[src/rtl/bootmap_pkg.sv]
package bootmap_pkg;

  typedef enum logic [2:0] {
    TGT_ROM   = 3'd0,
    TGT_OCRAM = 3'd1,
    TGT_SDRAM = 3'd2,
    TGT_HBR   = 3'd3,
    TGT_LBR   = 3'd4,
    TGT_OTHER = 3'd5
  } target_e;

  typedef struct packed {
    logic lbr_vis;
    logic hbr_vis;
    logic dma_ocram;
    logic cpu_ocram;
  } remap_ctrl_t;

  localparam int CTRL_W = $bits(remap_ctrl_t);

endpackage

[src/rtl/remap_ctrl_reg.sv]
module remap_ctrl_reg
  import bootmap_pkg::*;
#(
  parameter int DATA_W = 32
) (
  input  logic              clk,
  input  logic              rst,
  input  logic              wr_en,
  input  logic [CTRL_W-1:0] wr_data,
  output remap_ctrl_t       ctrl,
  output logic [DATA_W-1:0] rd_data
);

  remap_ctrl_t ctrl_q;

  always_ff @(posedge clk) begin
    if (rst) begin
      ctrl_q <= '0;
    end else if (wr_en) begin
      ctrl_q <= remap_ctrl_t'(wr_data);
    end
  end

  assign ctrl    = ctrl_q;
  // the register has no read path
  assign rd_data = '0;

endmodule

[src/rtl/boot_view_decoder.sv]
module boot_view_decoder
  import bootmap_pkg::*;
#(
  parameter int          ADDR_W     = 32,
  parameter bit          CPU_VIEW   = 1'b1,
  parameter int          BOOT_W     = 16,
  parameter logic [31:0] ALIAS_TOP  = 32'h0010_0000,
  parameter logic [31:0] SDRAM_TOP  = 32'hC000_0000,
  parameter logic [31:0] HBR_TOP    = 32'hFC00_0000,
  parameter logic [31:0] LBR_BASE   = 32'hFF20_0000,
  parameter int          LBR_W      = 21,
  parameter logic [31:0] ROM_HI     = 32'hFFFD_0000,
  parameter logic [31:0] OCRAM_HI   = 32'hFFFF_0000
) (
  input  logic [ADDR_W-1:0] addr,
  input  logic              zero_ocram,
  input  logic              hbr_vis,
  input  logic              lbr_vis,
  output target_e           tgt,
  output logic              err,
  output logic [ADDR_W-1:0] off
);

  localparam logic [ADDR_W-1:0] A_ALIAS = ADDR_W'(ALIAS_TOP);
  localparam logic [ADDR_W-1:0] A_SDRAM = ADDR_W'(SDRAM_TOP);
  localparam logic [ADDR_W-1:0] A_HBR   = ADDR_W'(HBR_TOP);
  localparam logic [ADDR_W-1:0] A_LBR   = ADDR_W'(LBR_BASE);
  localparam int                HI_W    = ADDR_W - BOOT_W;
  localparam logic [HI_W-1:0]   ROM_TAG = ROM_HI[ADDR_W-1:BOOT_W];
  localparam logic [HI_W-1:0]   RAM_TAG = OCRAM_HI[ADDR_W-1:BOOT_W];
  localparam int                LTAG_W  = ADDR_W - LBR_W;

  logic [ADDR_W-1:0] low_off;
  logic              in_boot_win;
  logic              in_lbr;
  target_e           boot_dev;

  assign low_off     = {{HI_W{1'b0}}, addr[BOOT_W-1:0]};
  assign in_boot_win = (addr[ADDR_W-1:BOOT_W] == '0);
  assign in_lbr      = (addr[ADDR_W-1:LBR_W] == A_LBR[ADDR_W-1:LBR_W]);
  assign boot_dev    = zero_ocram ? TGT_OCRAM : TGT_ROM;

  always_comb begin
    tgt = TGT_OTHER;
    err = 1'b0;
    off = addr;
    if (addr < A_ALIAS) begin
      if (!CPU_VIEW && !zero_ocram) begin
        tgt = TGT_SDRAM;
      end else if (in_boot_win) begin
        tgt = boot_dev;
        off = low_off;
      end else begin
        err = 1'b1;
      end
    end else if (addr < A_SDRAM) begin
      tgt = TGT_SDRAM;
    end else if (addr < A_HBR) begin
      if (hbr_vis) begin
        tgt = TGT_HBR;
        off = addr - A_SDRAM;
      end else begin
        err = 1'b1;
      end
    end else if (in_lbr) begin
      if (lbr_vis) begin
        tgt = TGT_LBR;
        off = {{LTAG_W{1'b0}}, addr[LBR_W-1:0]};
      end else begin
        err = 1'b1;
      end
    end else if (addr[ADDR_W-1:BOOT_W] == ROM_TAG) begin
      tgt = TGT_ROM;
      off = low_off;
    end else if (addr[ADDR_W-1:BOOT_W] == RAM_TAG) begin
      tgt = TGT_OCRAM;
      off = low_off;
    end
    if (err) begin
      tgt = TGT_OTHER;
      off = '0;
    end
  end

endmodule

[src/rtl/boot_remap_decoder.sv]
module boot_remap_decoder
  import bootmap_pkg::*;
#(
  parameter int          ADDR_W    = 32,
  parameter int          DATA_W    = 32,
  parameter int          BOOT_W    = 16,
  parameter logic [31:0] ALIAS_TOP = 32'h0010_0000,
  parameter logic [31:0] SDRAM_TOP = 32'hC000_0000,
  parameter logic [31:0] HBR_TOP   = 32'hFC00_0000,
  parameter logic [31:0] LBR_BASE  = 32'hFF20_0000,
  parameter int          LBR_W     = 21,
  parameter logic [31:0] ROM_HI    = 32'hFFFD_0000,
  parameter logic [31:0] OCRAM_HI  = 32'hFFFF_0000
) (
  input  logic              clk,
  input  logic              rst,
  input  logic              cfg_wr_en,
  input  logic [3:0]        cfg_wr_data,
  output logic [DATA_W-1:0] cfg_rd_data,
  input  logic              req_valid,
  input  logic              req_cpu,
  input  logic [ADDR_W-1:0] req_addr,
  output logic              rsp_valid,
  output logic [2:0]        rsp_target,
  output logic              rsp_err,
  output logic [ADDR_W-1:0] rsp_offset
);

  localparam int N_VIEW = 2;  // view 0: processors, view 1: others
  localparam int HI_W   = ADDR_W - BOOT_W;

  remap_ctrl_t       ctrl;
  target_e           tgt_v [N_VIEW];
  logic              err_v [N_VIEW];
  logic [ADDR_W-1:0] off_v [N_VIEW];

  remap_ctrl_reg #(.DATA_W(DATA_W)) u_ctrl (
    .clk     (clk),
    .rst     (rst),
    .wr_en   (cfg_wr_en),
    .wr_data (cfg_wr_data),
    .ctrl    (ctrl),
    .rd_data (cfg_rd_data)
  );

  for (genvar g = 0; g < N_VIEW; g++) begin : g_view
    boot_view_decoder #(
      .ADDR_W    (ADDR_W),
      .CPU_VIEW  (g == 0),
      .BOOT_W    (BOOT_W),
      .ALIAS_TOP (ALIAS_TOP),
      .SDRAM_TOP (SDRAM_TOP),
      .HBR_TOP   (HBR_TOP),
      .LBR_BASE  (LBR_BASE),
      .LBR_W     (LBR_W),
      .ROM_HI    (ROM_HI),
      .OCRAM_HI  (OCRAM_HI)
    ) u_dec (
      .addr       (req_addr),
      .zero_ocram ((g == 0) ? ctrl.cpu_ocram : ctrl.dma_ocram),
      .hbr_vis    (ctrl.hbr_vis),
      .lbr_vis    (ctrl.lbr_vis),
      .tgt        (tgt_v[g]),
      .err        (err_v[g]),
      .off        (off_v[g])
    );
  end

  always_ff @(posedge clk) begin
    if (rst) begin
      rsp_valid  <= 1'b0;
      rsp_target <= TGT_OTHER;
      rsp_err    <= 1'b0;
      rsp_offset <= '0;
    end else begin
      rsp_valid <= req_valid;
      if (req_valid) begin
        rsp_target <= req_cpu ? tgt_v[0] : tgt_v[1];
        rsp_err    <= req_cpu ? err_v[0] : err_v[1];
        rsp_offset <= req_cpu ? off_v[0] : off_v[1];
      end
    end
  end

  // one-cycle reply
  p_reply_next_r9: assert property (@(posedge clk) disable iff (rst)
    req_valid |=> rsp_valid);

  // error reply formatting
  p_err_format_r10: assert property (@(posedge clk) disable iff (rst)
    (rsp_valid && rsp_err) |-> (rsp_target == 3'(TGT_OTHER) && rsp_offset == '0));

  // fixed high alias of the boot ROM
  p_rom_high_r3: assert property (@(posedge clk) disable iff (rst)
    (req_valid && req_addr[ADDR_W-1:BOOT_W] == ROM_HI[ADDR_W-1:BOOT_W])
    |=> (rsp_target == 3'(TGT_ROM) && !rsp_err));

  // fixed high alias of the on-chip RAM
  p_ram_high_r3: assert property (@(posedge clk) disable iff (rst)
    (req_valid && req_addr[ADDR_W-1:BOOT_W] == OCRAM_HI[ADDR_W-1:BOOT_W])
    |=> (rsp_target == 3'(TGT_OCRAM) && !rsp_err));

  // boot devices never see more than the low window
  p_boot_window_r4: assert property (@(posedge clk) disable iff (rst)
    (rsp_valid && (rsp_target == 3'(TGT_ROM) || rsp_target == 3'(TGT_OCRAM)))
    |-> (rsp_offset[ADDR_W-1:BOOT_W] == {HI_W{1'b0}}));

  // hidden main bridge produces a decode error
  p_hbr_hidden_r5: assert property (@(posedge clk) disable iff (rst)
    (req_valid && !ctrl.hbr_vis && req_addr >= ADDR_W'(SDRAM_TOP) && req_addr < ADDR_W'(HBR_TOP))
    |=> rsp_err);

  // lightweight bridge target only when visible
  p_lbr_vis_r6: assert property (@(posedge clk) disable iff (rst)
    (rsp_valid && rsp_target == 3'(TGT_LBR)) |-> $past(ctrl.lbr_vis));

endmodule

[config.mk]
export PLATFORM = sky130hd
export DESIGN_NAME = boot_remap_decoder
export DESIGN_NICKNAME = d
export VERILOG_FILES = /design/src/rtl/bootmap_pkg.sv /design/src/rtl/remap_ctrl_reg.sv /design/src/rtl/boot_view_decoder.sv /design/src/rtl/boot_remap_decoder.sv
export SDC_FILE = /design/constraint.sdc
export NUM_CORES = 1
export LEC_CHECK = 0
export BUFFER_PORTS_ARGS = -buffer_cell sky130_fd_sc_hd__buf_2
export CORE_MARGIN = 10
export CORE_UTILIZATION = 47
export CTS_BUF_LIST = sky130_fd_sc_hd__clkbuf_4 sky130_fd_sc_hd__clkbuf_8 sky130_fd_sc_hd__clkbuf_16
export DETAILED_ROUTE_END_ITERATION = 8
export GPL_TIMING_DRIVEN = 0
export PLACE_DENSITY = 0.85
export SLEW_MARGIN = 30
export SYNTH_ARGS = -nofsm -noshare
export SYNTH_HDL_FRONTEND = slang
export SYNTH_SLANG_ARGS = --single-unit
[constraint.sdc]
create_clock -name clk -period 3.85 [get_ports clk]
set_input_delay 0.5775 -clock clk [delete_from_list [all_inputs] [get_ports clk]]
set_output_delay 0.5775 -clock clk [all_outputs]
set_load 0.01 [all_outputs]
==> results.md <==
| Stage | Metric | Reported |
|---|---|---|
| sta | Setup skew after layout | 0.00597 ns |
| clock tree | Number of buffers created by CTS | 5 |
| sta | Post-route minimum period | 2.28 ns |
| logic synthesis | Register area share after synthesis | 0.436 |
| drt | Violation count after the first detailed-routing iteration | 118 |
| logic synthesis | Distinct cell type count after synthesis | 42 |
| final layout | Total of fill cells in the finished design | 316 |
| final layout | Final core utilization | 0.673 |
| final layout | Most common cell after layout, fill and taps aside | buf_2 |
| final layout | Number of antenna cells inserted | 0 |
| critical path | Start of the worst register-to-register path | u_ctrl.ctrl[3] |
| drt | Per-cell routed wire length | 15.5 um |
| worst hold path | Hold-critical path endpoint | rsp_offset[19] |
| power and ir drop | Pint | 0.720 mW |
| drt | Via/cell ratio | 4.95 |
| power and ir drop | Part of the power in the clock network | 0.342 |
| critical path | FF-to-FF path depth | 5 |
| sta | Final worst-path cycle share | 0.592 |
| critical path | Endpoint of the most critical register-to-register path | rsp_offset[10] |
| clock tree | Cts repair resizes | 0 |
| sta | Number of pins exceeding their max-slew limit in the final report | 0 |
| logic synthesis | Most common flop cell mapped by yosys | dfxtp_1 |
| clock tree | Buffer levels on the longest clock path | 2 |
| critical path | CP max stage cell | or3b_2 |
| worst hold path | Hold Crit Depth | 1 |
| critical path | Critical path data required time | 4.08 ns |
| run | Number of maximum-capacitance constraint violations | 0 |
| drt | Final routed wirelength across all metal layers | 5320 um |
| power and ir drop | Switching power | 0.240 mW |
| sta | Final hold vios | 0 |
| final layout | Share of layout cells above drive strength 1 | 0.439 |
| critical path | Crit Path Class | input port to register |
| clock tree | Clock network latency to the later pin of the worst-skew pair | 0.29 ns |
| critical path | Worst EP arrival | 2.51 ns |
| final layout | Post-layout net count | 337 |
| clock tree | Clock transition at path regs | 0.08 ns |
| logic synthesis | Warnings from Yosys | 0 |
| logic synthesis | Post-synthesis instance total | 181 |
| power and ir drop | Worst vdd ir | 0.000249 V |
| logic synthesis | Synthesized area divided by synthesized cell count | 10.4 um^2 |
| power and ir drop | Share of total power consumed by net switching | 0.250 |
| placed design | HPWL reported at the end of detailed placement | 4320 um |
| sta | Max frequency | 439 MHz |
| die | Ports | 110 |
| logic synthesis | Netlist area before placement | 0.00188 mm^2 |
| clock tree | CTS sink cnt | 41 |
| drt | Number of iterations in the first detailed-routing pass | 4 |
| die | Floorplan row count | 22 |
| critical path | Element type at the critical path start | input port |
| die | Die outline area | 0.00693 mm^2 |
| die | Placeable core area | 0.00377 mm^2 |
| grt | Global-route usage over all layers | 0.143 |
| drt | Post-route DRC | 0 |
| grt | Wire length of the first global-routing pass | 8470 um |
| grt | Largest net degree at the start of global routing | 13 |
| critical path | Category of the worst setup path capture point | register |
| clock tree | CTS Hold Buffers Added | 0 |
| critical path | Critical path cell sequence | buf_2 > inv_1 > ha_1 > or3b_2 > o31a_1 > nand3_2 > nor3b_4 > a22o_1 |
| clock tree | Number of levels the H-tree was split into | 2 |
| placed design | Global placement routability congestion | 0.829 |
| logic synthesis | Flop and latch count out of synthesis | 41 |
| final layout | Sequential cell area | 821 um^2 |
| grt | GR Overflow Total | 0 |
| die | Initial Utilization | 0.499 |
| final layout | Area of the multi-input gates | 875 um^2 |
| status | Run status | complete, no violations |
| drt | Number of vias after detailed routing | 1694 |
| placed design | Placed inst area | 0.00243 mm^2 |
| logic synthesis | Proportion of synthesized flip-flops having asynchronous set or reset | 0 |
| clock tree | Clock tree from TritonCTS | yes |
| final layout | Synth-to-Final Area Change | 34.8% |
| sta | Setup violators final | 0 |
| power and ir drop | Power density cells | 378 mW/mm^2 |
| worst hold path | Classification of the worst-slack hold path | register to register |
| logic synthesis | Number of enable-type register cells in the synthesized netlist | 0 |
| drt | Number of nets with antenna violations after routing | 0 |
| critical path | Worst-path maximum fanout | 9 |
| power and ir drop | Part of the power in registers | 0.481 |
| placed design | Port Buf Inserts | 75 |
| clock tree | Setup fix buffers added after clock tree synthesis | 0 |
| sta | Setup repair after global routing missed its margin | no |
| die | Overall die width | 83.3 um |
| critical path | Maximum cell stage delay along the critical path | 0.49 ns |
| critical path | R2R Setup Slk | 2.21 ns |
| clock tree | Clk root buf | clkbuf_8 |
| grt | Vias in the first global route | 1761 |
| sta | Total Negative Setup Slacks | 0 ns |
| worst hold path | Critical hold path startpoint | rsp_offset[19] |
| die | Vert. Die Dim | 83.3 um |
| power and ir drop | Leakage dissipation | 1.30 nW |
| final layout | Total non-filler cell area in the finished layout | 0.00254 mm^2 |
| power and ir drop | Combinational share of power | 0.177 |
| grt | Initial antenna violation count | 0 |
| final layout | Commonest cells after routing, fill and taps aside | 77 x buf_2, 41 x dfxtp_1, 32 x buf_4, 32 x conb_1, 26 x a22o_1 |
## logic make-up after synthesis
logic type | synth area share
multiplexers | 0.0266
other | 0.00199
flip-flops | 0.436
buffers and inverters | 0.161
AND/OR/NAND/NOR | 0.152
AO/OA/AOI/OAI | 0.209
adder cells (fa/ha/maj) | 0.0133
## critical path: cells and delay by family
family / cells / cell delay, ns
AND/OR/NAND/NOR: 3 / 1.01
AO/OA/AOI/OAI: 2 / 0.57
buffers and inverters: 2 / 0.21
adder cells (fa/ha/maj): 1 / 0.13
## power by group through the flow
stage               Combinational (mW)  Sequential [mW]  Clock, mW
global route                     0.186            0.465      0.355
finish                           0.170            0.462      0.329
CTS                              0.168            0.462      0.334
global placement                 0.164            0.471          0
floorplan                       0.0937            0.482          0
detailed placement               0.167            0.472          0
## state kept, by name, summed over array words and instances (netlist names)
| signal | cells |
|---|---|
| rsp_err | 1 |
| u_ctrl.ctrl | 4 |
| rsp_target | 3 |
| rsp_valid | 1 |
| rsp_offset | 32 |
## stage by stage
step / setup WS, ns / total power [mW] / hold slack, ns / instances
6_report: 1.57 / 0.960 / 0.467 / 342
2_1_floorplan: 1.57 / 0.576 / 0.461 / 212
4_1_cts: 1.58 / 0.964 / 0.474 / 342
5_1_grt: 1.44 / 1.01 / 0.486 / 342
3_5_place_dp: 1.29 / 0.639 / 0.452 / 335
3_3_place_gp: 1.33 / 0.635 / 0.445 / 335
## synth_stat cells, types with 3 or more instances
cell type,instances,share of area
nor3_1,3,0.0080
a21oi_1,5,0.013
nand4_1,3,0.010
nand3_1,3,0.0080
dfxtp_1,41,0.44
a32o_1,5,0.027
a22o_1,26,0.12
mux2i_1,5,0.027
clkbuf_1,4,0.0080
nor2_1,10,0.020
inv_1,3,0.0060
or4_4,3,0.018
buf_4,32,0.13
## area by class of cell
cell class | instances | share of cell area
multi-input combinational | 127 | 0.345
sequential | 41 | 0.323
timing repair buffer | 75 | 0.148
buffer | 41 | 0.115
clock buffer | 5 | 0.0271
tap | 48 | 0.0237
clock inverter | 2 | 0.0138
inverter | 3 | 0.00444
## how the worst max path moves through the flow
stage	from	end	slack (ns)	depth (start not counted)
2_1_floorplan	req_addr[30]	rsp_offset[20]	1.57	7
3_3_place_gp	req_addr[30]	rsp_offset[28]	1.33	8
3_5_place_dp	req_addr[30]	rsp_offset[25]	1.29	8
4_1_cts	req_addr[30]	rsp_offset[25]	1.58	8
5_1_grt	req_addr[30]	rsp_offset[29]	1.44	8
6_report	req_addr[30]	rsp_offset[25]	1.57	8
## routing by layer
metal	part of all wire	track usage
met1	0.42	0.169
met2	0.48	0.233
met3	0.092	0.0625
met4	0.0068	0.0338
met5	0	0
Note: power is estimated with default switching activity, not from simulation.
